$ cat src/rtl/dram_refresh_rowgen.sv
module dram_refresh_rowgen #(
  parameter int ADDR_W      = 16,
  parameter int ROW_W       = 8,
  parameter int ROW_LSB     = 0,
  parameter int SYNC_STAGES = 2
) (
  input  logic              clk,
  input  logic              rst,
  input  logic [ADDR_W-1:0] cpu_addr,
  input  logic              rfsh_n,
  input  logic              mreq_n,
  output logic [ROW_W-1:0]  row_addr,
  output logic              refresh_active
);

  localparam int LAST = SYNC_STAGES - 1;

  logic [SYNC_STAGES-1:0] rfsh_sync;
  logic [SYNC_STAGES-1:0] mreq_sync;
  logic [ROW_W-1:0]       row_cnt;
  logic                   active_q;
  logic                   slot_seen;

  generate
    if (SYNC_STAGES == 1) begin : g_sync1
      always_ff @(posedge clk) begin
        if (rst) begin
          rfsh_sync <= '1;
          mreq_sync <= '1;
        end else begin
          rfsh_sync <= rfsh_n;
          mreq_sync <= mreq_n;
        end
      end
    end else begin : g_syncn
      always_ff @(posedge clk) begin
        if (rst) begin
          rfsh_sync <= '1;
          mreq_sync <= '1;
        end else begin
          rfsh_sync <= {rfsh_sync[SYNC_STAGES-2:0], rfsh_n};
          mreq_sync <= {mreq_sync[SYNC_STAGES-2:0], mreq_n};
        end
      end
    end
  endgenerate

  assign slot_seen = ~rfsh_sync[LAST] & ~mreq_sync[LAST];

  always_ff @(posedge clk) begin
    if (rst) begin
      active_q <= 1'b0;
      row_cnt  <= '0;
    end else begin
      active_q <= slot_seen;
      if (active_q && !slot_seen)
        row_cnt <= row_cnt + 1'b1;
    end
  end

  assign refresh_active = active_q;
  assign row_addr = active_q ? row_cnt : cpu_addr[ROW_LSB +: ROW_W];

endmodule

$ cat config.mk
export PLATFORM = sky130hd
export DESIGN_NAME = dram_refresh_rowgen
export DESIGN_NICKNAME = d
export VERILOG_FILES = /design/src/rtl/dram_refresh_rowgen.sv
export SDC_FILE = /design/constraint.sdc
export NUM_CORES = 1
export LEC_CHECK = 0
export ABC_AREA = 1
export CAP_MARGIN = 5
export CORE_UTILIZATION = 42
export CTS_BUF_LIST = sky130_fd_sc_hd__clkbuf_16
export CTS_CLUSTER_SIZE = 8
export DETAILED_ROUTE_END_ITERATION = 10
export GPL_ROUTABILITY_DRIVEN = 0
export HOLD_SLACK_MARGIN = 0.06
export PLACE_DENSITY = 0.86
export RECOVER_POWER = 100
export SETUP_SLACK_MARGIN = 0.05
export SYNTH_ARGS = -nofsm -noshare
export SYNTH_HDL_FRONTEND = slang
export SYNTH_SLANG_ARGS = --single-unit
$ cat constraint.sdc
create_clock -name clk -period 2.3 [get_ports clk]
set_clock_uncertainty 0.15 [all_clocks]
set_input_delay 0.23 -clock clk [delete_from_list [all_inputs] [get_ports clk]]
set_output_delay 0.23 -clock clk [all_outputs]
set_load 0.02 [all_outputs]
==> run summary, run 1 <==
When the netlist entered floorplanning its net count stood at 117. After global routing the overflow that remains totals 0. Detailed routing placed a total of 116 microns of wire on met3. The floorplan has 13 rows. After detailed routing, the average wire length per cell comes to 11.67 microns. The mean instance size in the synthesized netlist is 6.582 sq um.

The top cell types in the final layout, fill and taps aside, are sky130_fd_sc_hd__nand2_1 (29), sky130_fd_sc_hd__nor2_1 (15), sky130_fd_sc_hd__dfxtp_1 (13), sky130_fd_sc_hd__inv_1 (12). Data required time at the worst endpoint: 1.92 ns. Setup violations remaining at the end of the flow were counted as 0. The logs give 16 for the post-synthesis cell type count and 0 for the final antenna-violating net count. The tools report the endpoint arrival time on the critical path as 1.74 ns.

In the routed layout, each cell is associated on average with a via count of 5.007. Max-cap violations in this run came to 0. The fraction of layout cells with a size suffix above 1 works out to 0.09244. Register clock-pin slew on the reported worst setup and hold paths: 0.04 ns. The clock latency on the worst-skew pair came out at 0.24 ns.

For this block, the via count after detailed routing is 671. At the pin with the least slew margin, the transition time is 0.5893 ns. The hold violation count in the final report was 0.

In this run the post-CTS setup repair buffer count came out at 0. The aggregate negative setup slack is 0 ns, and the wire length on met2 is 805 microns. The logs give 2249 microns for the global-route wire length before repair and 2 for the maximum count of clock buffers along a single path. In this run, post-CTS repair resized a total of 0 instances.

Antenna diode count: 0. The tools report the floorplan die area as 0.001663 sq mm. In the final routing, the length of wire on met1 measures 603 microns. The flow ran to the end, and the final reports show no timing, DRC or antenna violations.

The logs give 0 for the initial antenna violation count and 0 for the total count of max-transition violations in the final report. The die is 40.79 microns wide. The starting density of the core was 0.4680; the maximum operating frequency was 472.8 MHz. The clock root buffer was sky130_fd_sc_hd__clkbuf_16. Topmost layer with routed signal wires: met4. The type of the tightest min-delay check was flop to flop. The fraction of post-synthesis cell area in the top cell type by area is 0.4119, and the relative slew slack is 0.6057. For this run, the post-layout net count is 141.

For the post-synthesis sequential area ratio, the log shows 0.4119. The worst setup path is captured at an output pin. The layout has 124 filler cells. The floorplan step defined a core boundary enclosing 0.001350 sq mm. The footprint of the flip-flops and latches is 260.3 sq um, and the number of clock sinks is 13. In this run the vertical extent of the chip is 40.79 microns.

Synthesis-to-finish area growth: 45.54%. The number of remaining DRC errors came out at 0. The cell taking the most area after synthesis is sky130_fd_sc_hd__dfxtp_1. The total wire length is 1564 microns. The first routing iteration left 20 violations. The worst path needs 2.115 ns of the cycle, external delays included. Setup repair after global routing left no endpoint under its margin. Port buffering added 20 buffers. In this run the count of I/O pins placed on the die edge is 29.

The final standard cell count with taps included and fillers excluded was 134. The pre-antenna-repair detailed-routing pass consisted of 4 iterations. VDD sags by at most 0.0007103 V.

Once placement completed, the tool counted placed cells totaling 130. The via count of the first global-routing pass is 547. The wire-length estimate of the detail-placed layout is 1098 microns. The total of hold buffers inserted after clock tree synthesis was 0; the post-route core utilization was 0.6812. The mapped netlist covers 631.9 sq um. Counting the buffers created by CTS gives 3.

In the final layout, the multi-input gates occupy 311.5 sq um. Dividing total power by cell area gives a power density of 665.9 mW/mm^2. The most frequent standard cell in the layout excluding fill and tap cells was sky130_fd_sc_hd__nand2_1. The tools report the sort of element at the start of the critical path as a flop. The analysis attributes to cell leakage a power of 0.3969 nW.

In this run the worst path has a maximum fanout of 14. TritonCTS built the clock tree. During synthesis, Yosys emitted a total of 0 warnings. The final worst-path cycle share came out at 0.9196. The critical path is of the flop to output pin type.

Synthesized instance count: 96. The run gives 15 as the largest net degree at the start of global routing. The logs give 0.2229 for the overall routing resource usage and 1 for the H-tree depth reported by CTS. By area the synthesized netlist is led by sky130_fd_sc_hd__dfxtp_1 (41%), sky130_fd_sc_hd__nand2_1 (17%), sky130_fd_sc_hd__nor2_1 (8.3%).

Counting flops and latches in the post-synthesis netlist gives 13.
-- Yosys cell counts --
library cell and n:
sky130_fd_sc_hd__nand3_2 1, sky130_fd_sc_hd__inv_1 12, sky130_fd_sc_hd__or2_2 4, sky130_fd_sc_hd__nand3_1 4, sky130_fd_sc_hd__clkbuf_1 1, sky130_fd_sc_hd__inv_2 1, sky130_fd_sc_hd__a21oi_1 2, sky130_fd_sc_hd__nor2_2 1
sky130_fd_sc_hd__nand4_1 2, sky130_fd_sc_hd__o21ai_0 9, sky130_fd_sc_hd__nand2_1 29, sky130_fd_sc_hd__nor2_1 14, sky130_fd_sc_hd__ha_1 1, sky130_fd_sc_hd__nor3_1 1, sky130_fd_sc_hd__nor2_4 1, sky130_fd_sc_hd__dfxtp_1 13
-- report_power, final --
part           internal, mW  total, mW  switching (mW)  leakage (nW)
sequential            0.230      0.231         0.00164         0.106
clock                 0.231      0.325          0.0941        0.0409
combinational        0.0321     0.0561          0.0239         0.250
-- logic make-up after synthesis --
logic type      share of synthesized area
simple gates                       0.3980
buf+inv                           0.08315
flops                              0.4119
compound gates                    0.08712
fa+ha+maj                         0.01980
-- sequential cells by signal, indices dropped and copies added, names as in the netlist --
name            flops
mreq_sync           2
rfsh_sync           2
refresh_active      1
row_cnt             8
-- path summary, 6_finish.rpt --
check	cells past startpoint	startpoint	end	slack, ns
max	3	refresh_active	row_addr[7]	0.18
min	1	rfsh_sync[0]	rfsh_sync[1]	0.25
max reg2reg	6	refresh_active	row_cnt[7]	0.57
min reg2reg	1	rfsh_sync[0]	rfsh_sync[1]	0.25
-- through the flow --
step	instance area (sq um)	power (mW)	worst slack (ns)	hold WS, ns
after floorplan	631.9	0.2585	0.6245	0.1511
after global placement	847.1	0.2937	0.4971	0.2415
after detailed placement	847.1	0.2956	0.4584	0.2468
after CTS	927.1	0.6246	0.2144	0.2571
after global routing	919.6	0.6412	0.1170	0.2739
final	919.6	0.6123	0.1850	0.2542
-- area by class of cell --
cell class | count | share of cell area
Sequential cell | 13 | 0.2830
Clock inverter | 1 | 0.005442
Inverter | 13 | 0.05306
Clock buffer | 3 | 0.08163
Timing Repair Buffer | 20 | 0.2177
Multi-Input combinational cell | 69 | 0.3388
Tap cell | 15 | 0.02041
-- critical path: stages, from the launching register on --
cell,delay [ns]
sky130_fd_sc_hd__dfxtp_1,0.44
sky130_fd_sc_hd__inv_2,0.15
sky130_fd_sc_hd__o21ai_0,0.19
sky130_fd_sc_hd__dlygate4sd3_1,0.71
-- routing by layer --
| layer | track usage | vias up |
|---|---|---|
| met5 | 0 | - |
| met1 | 0.2233 | 285 |
| li1 | - | 347 |
| met4 | 0.1250 | 0 |
| met2 | 0.3867 | 33 |
| met3 | 0.08696 | 6 |
(Power assumes the default switching activity.)
==> run 2, diff against run 1 <==
Settings changed: SLEW_MARGIN set to 20.
==> results of run 2 <==
No change in the layout: final DEF, timing and power equal those of run 1.
==> run 3, diff against run 2 <==
--- a/config.mk
+++ b/config.mk
@@ -17,4 +17,5 @@
 export RECOVER_POWER = 100
 export SETUP_SLACK_MARGIN = 0.05
+export SKIP_LAST_GASP = 1
 export SLEW_MARGIN = 20
 export SYNTH_ARGS = -nofsm -noshare
==> constraint.sdc (replaced) <==
create_clock -name clk -period 2.3 [get_ports clk]
set_clock_uncertainty 0.15 [all_clocks]
set_input_delay 0.46 -clock clk [delete_from_list [all_inputs] [get_ports clk]]
set_output_delay 0.46 -clock clk [all_outputs]
set_load 0.02 [all_outputs]
==> run summary, run 3 (synthesis gave the netlist of run 1 again) <==
The tools report the worst min-delay path endpoint as rfsh_sync[1]. The endpoint arrival time on the critical path is 1.51 ns (-0.23 ns). Delay of the slowest cell on the worst path: 0.71 ns (about the same). The row count came out at 13 (unchanged). The global route total overflow was 0 (unchanged); the total area of multi-input combinational cells was 319.1 sq um (+2.4%).

The violation count after the first detailed-routing iteration was 14 (-30%). The run gives 1546 microns (-1.2%) as the total wire length. Maximum count of clock buffers along a single path: 2 (unchanged). The footprint of the flip-flops and latches was 260.3 sq um (unchanged); the buffering stage count on the worst path with inverters included was 2 (unchanged). The setup slack of the worst register-to-register path is 0.86 ns (+0.29 ns).

The run gives 0 (unchanged) as the hold violation count in the final report. The most frequent standard cell in the layout excluding fill and tap cells is sky130_fd_sc_hd__nand2_1. Walking the worst path, the cells encountered are clkbuf_1 -> dlygate4sd3_1. Antenna diode count: 0 (unchanged). Number of endpoints failing setup at the final stage: 0 (unchanged). The tools report the data required time at the worst endpoint as 1.69 ns (-0.23 ns). The tools report the launch instance of the worst min-delay path as rfsh_sync[0]. The overall routing resource usage was 0.2285 (+0.005656).

The number of remaining DRC errors was 0 (unchanged); the maximum operating frequency was 472.6 MHz (about the same). For the number of iterations in the first detailed-routing pass, the log shows 6 (+2). The leakage dissipation came out at 0.4014 nW (+1.1%).

Number of cell instances on the worst register-to-register path: 6 (unchanged). Setup repair after global routing left no endpoint under its margin. For the aggregate negative setup slack, the log shows 0 ns (unchanged). The core area is 0.001350 sq mm (unchanged). The final antenna-violating net count is 0 (unchanged). The H-tree depth reported by CTS was 1 (unchanged); the number of clock sinks was 13 (unchanged). The slowest stage of the critical path is the sky130_fd_sc_hd__dlygate4sd3_1 cell.

The run gives 685 (+2.1%) as the via count. The tools report the clock latency on the worst-skew pair as 0.24 ns (about the same). The gate family responsible for the most delay along the worst path is buffers and inverters.

The tools report the clock root buffer as sky130_fd_sc_hd__clkbuf_16. The setup path with the least slack is of type flop to output pin. The total of hold buffers inserted after clock tree synthesis is 0 (unchanged). For the via count of the first global-routing pass, the log shows 594 (+8.6%). The run gives 0 (unchanged) as the initial antenna violation count.

The largest voltage drop on the vdd net came out at 0.0005301 V (-25%). The vertical extent of the die came out at 40.79 microns (unchanged). The number of flip-flops in the largest register is 8 (unchanged), and the final worst-path cycle share is 0.9200 (about the same).

The tools report the worst setup slack after placement as -0.01369 ns (-0.4721 ns). TritonCTS built the clock tree. The maximum net fanout on the critical path is 5 (-9), and the number of CTS-inserted buffers is 3 (unchanged).

The areal power density over the cells is 664.6 mW/mm^2 (-0.19%). The fraction of layout cells with a size suffix above 1 is 0.09167 (-0.0007703), and the post-route core utilization is 0.6738 (-0.007414). The number of cells on the worst hold path came out at 1 (unchanged).

The number of buffer cells added on primary ports came out at 20 (unchanged). The top cell types in the final layout, fill and taps aside, are sky130_fd_sc_hd__nand2_1 (29), sky130_fd_sc_hd__nor2_1 (14), sky130_fd_sc_hd__inv_1 (13), sky130_fd_sc_hd__dfxtp_1 (13), sky130_fd_sc_hd__o21ai_0 (9). The actual slew at the worst max-slew pin works out to 0.4697 ns (-0.1196 ns). The largest net degree at the start of global routing is 15 (unchanged).

Floorplan die area: 0.001663 sq mm (unchanged). The capturing point of the worst reg2reg path was row_cnt[4]. The x dimension of the die works out to 40.79 microns (unchanged). Starting density of the core: 0.4680 (unchanged).

The setup fix buffers added after clock tree synthesis came out at 0 (unchanged). The type of the tightest min-delay check was flop to flop. For the reported max-cap violation count, the log shows 0 (unchanged). For the detailed placement HPWL, the log shows 1059 microns (-3.6%). The routed length per instance came out at 11.45 microns (-1.9%). Counting flops per register, the top entry is row_cnt. The largest registers in the layout are row_cnt: 8 flops, mreq_sync: 2 flops, rfsh_sync: 2 flops. The global-route wire length before repair is 2401 microns (+6.8%), and the total count of max-transition violations in the final report is 0 (unchanged). Final critical path time including I/O delays and setup: 2.116 ns (+0.0008700 ns). The count of boundary I/O pins is 29 (unchanged). Via density per instance: 5.074 (+1.3%). The tools report the total of fill cells in the finished design as 128 (+3.2%). The register clock-pin slew on the reported worst setup and hold paths was 0.04 ns (about the same); the relative slew slack was 0.6836 (+0.07790). The final-stage net count was 142 (+0.71%); the synthesis-to-finish area growth was 43.96%.

The total power was 0.6045 mW (-1.3%). Sort of element at the start of the critical path: a flop. STA classifies the critical path endpoint as an output pin. The flow ran to the end, and the final reports show no timing, DRC or antenna violations. In this run the critical register-to-register path is launched from refresh_active.

The worst path setup slack after routing came out at 0.1841 ns (-0.0008700 ns).
==> run 3: layout make-up <==
class	instances	area share
multi-input combinational	69	0.3508
sequential	13	0.2861
timing repair buffer	21	0.2022
clock buffer	3	0.08253
inverter	13	0.05365
tap	15	0.02063
clock inverter	1	0.004127
==> run 3: timing repair <==
action / 4_1_cts / 5_1_grt
setup endpoints to repair: 6 / 2
gates resized for setup: 6 / 2
gates cloned: 0 / 0
==> run 3: layer usage <==
metal  GRT usage  part of all wire  up-vias
met3     0.04891             0.072        4
met2      0.4219              0.51       34
met4      0.1000             0.017        0
met5           0                 0        -
met1      0.2433              0.40      303
li1            -                 -      344
==> run 3: through the flow <==
stage / instances / instance area, sq um / hold slack [ns]
floorplan: 96 / 631.9 / 0.2395
global placement: 131 / 854.6 / 0.2417
detailed placement: 131 / 854.6 / 0.2485
CTS: 135 / 925.9 / 0.2586
global route: 135 / 909.6 / 0.2688
finish: 135 / 909.6 / 0.2549
==> run 3: how the worst max path moves through the flow <==
stage | from | endpoint | slack (ns) | depth (start not counted)
after floorplan | refresh_active | row_addr[0] | 0.39 | 3
after global placement | cpu_addr[5] | row_addr[5] | 0.04 | 4
after detailed placement | cpu_addr[7] | row_addr[7] | -0.01 | 4
after CTS | cpu_addr[1] | row_addr[1] | 0.07 | 4
after global routing | refresh_active | refresh_active | 0.12 | 2
final | refresh_active | refresh_active | 0.18 | 2
==> run 3: where the power goes <==
group / internal, mW / leakage (nW) / switching, mW
Clock: 0.229 / 0.0423 / 0.0930
Sequential: 0.230 / 0.106 / 0.00168
Combinational: 0.0265 / 0.253 / 0.0246
Total: 0.485 / 0.401 / 0.119
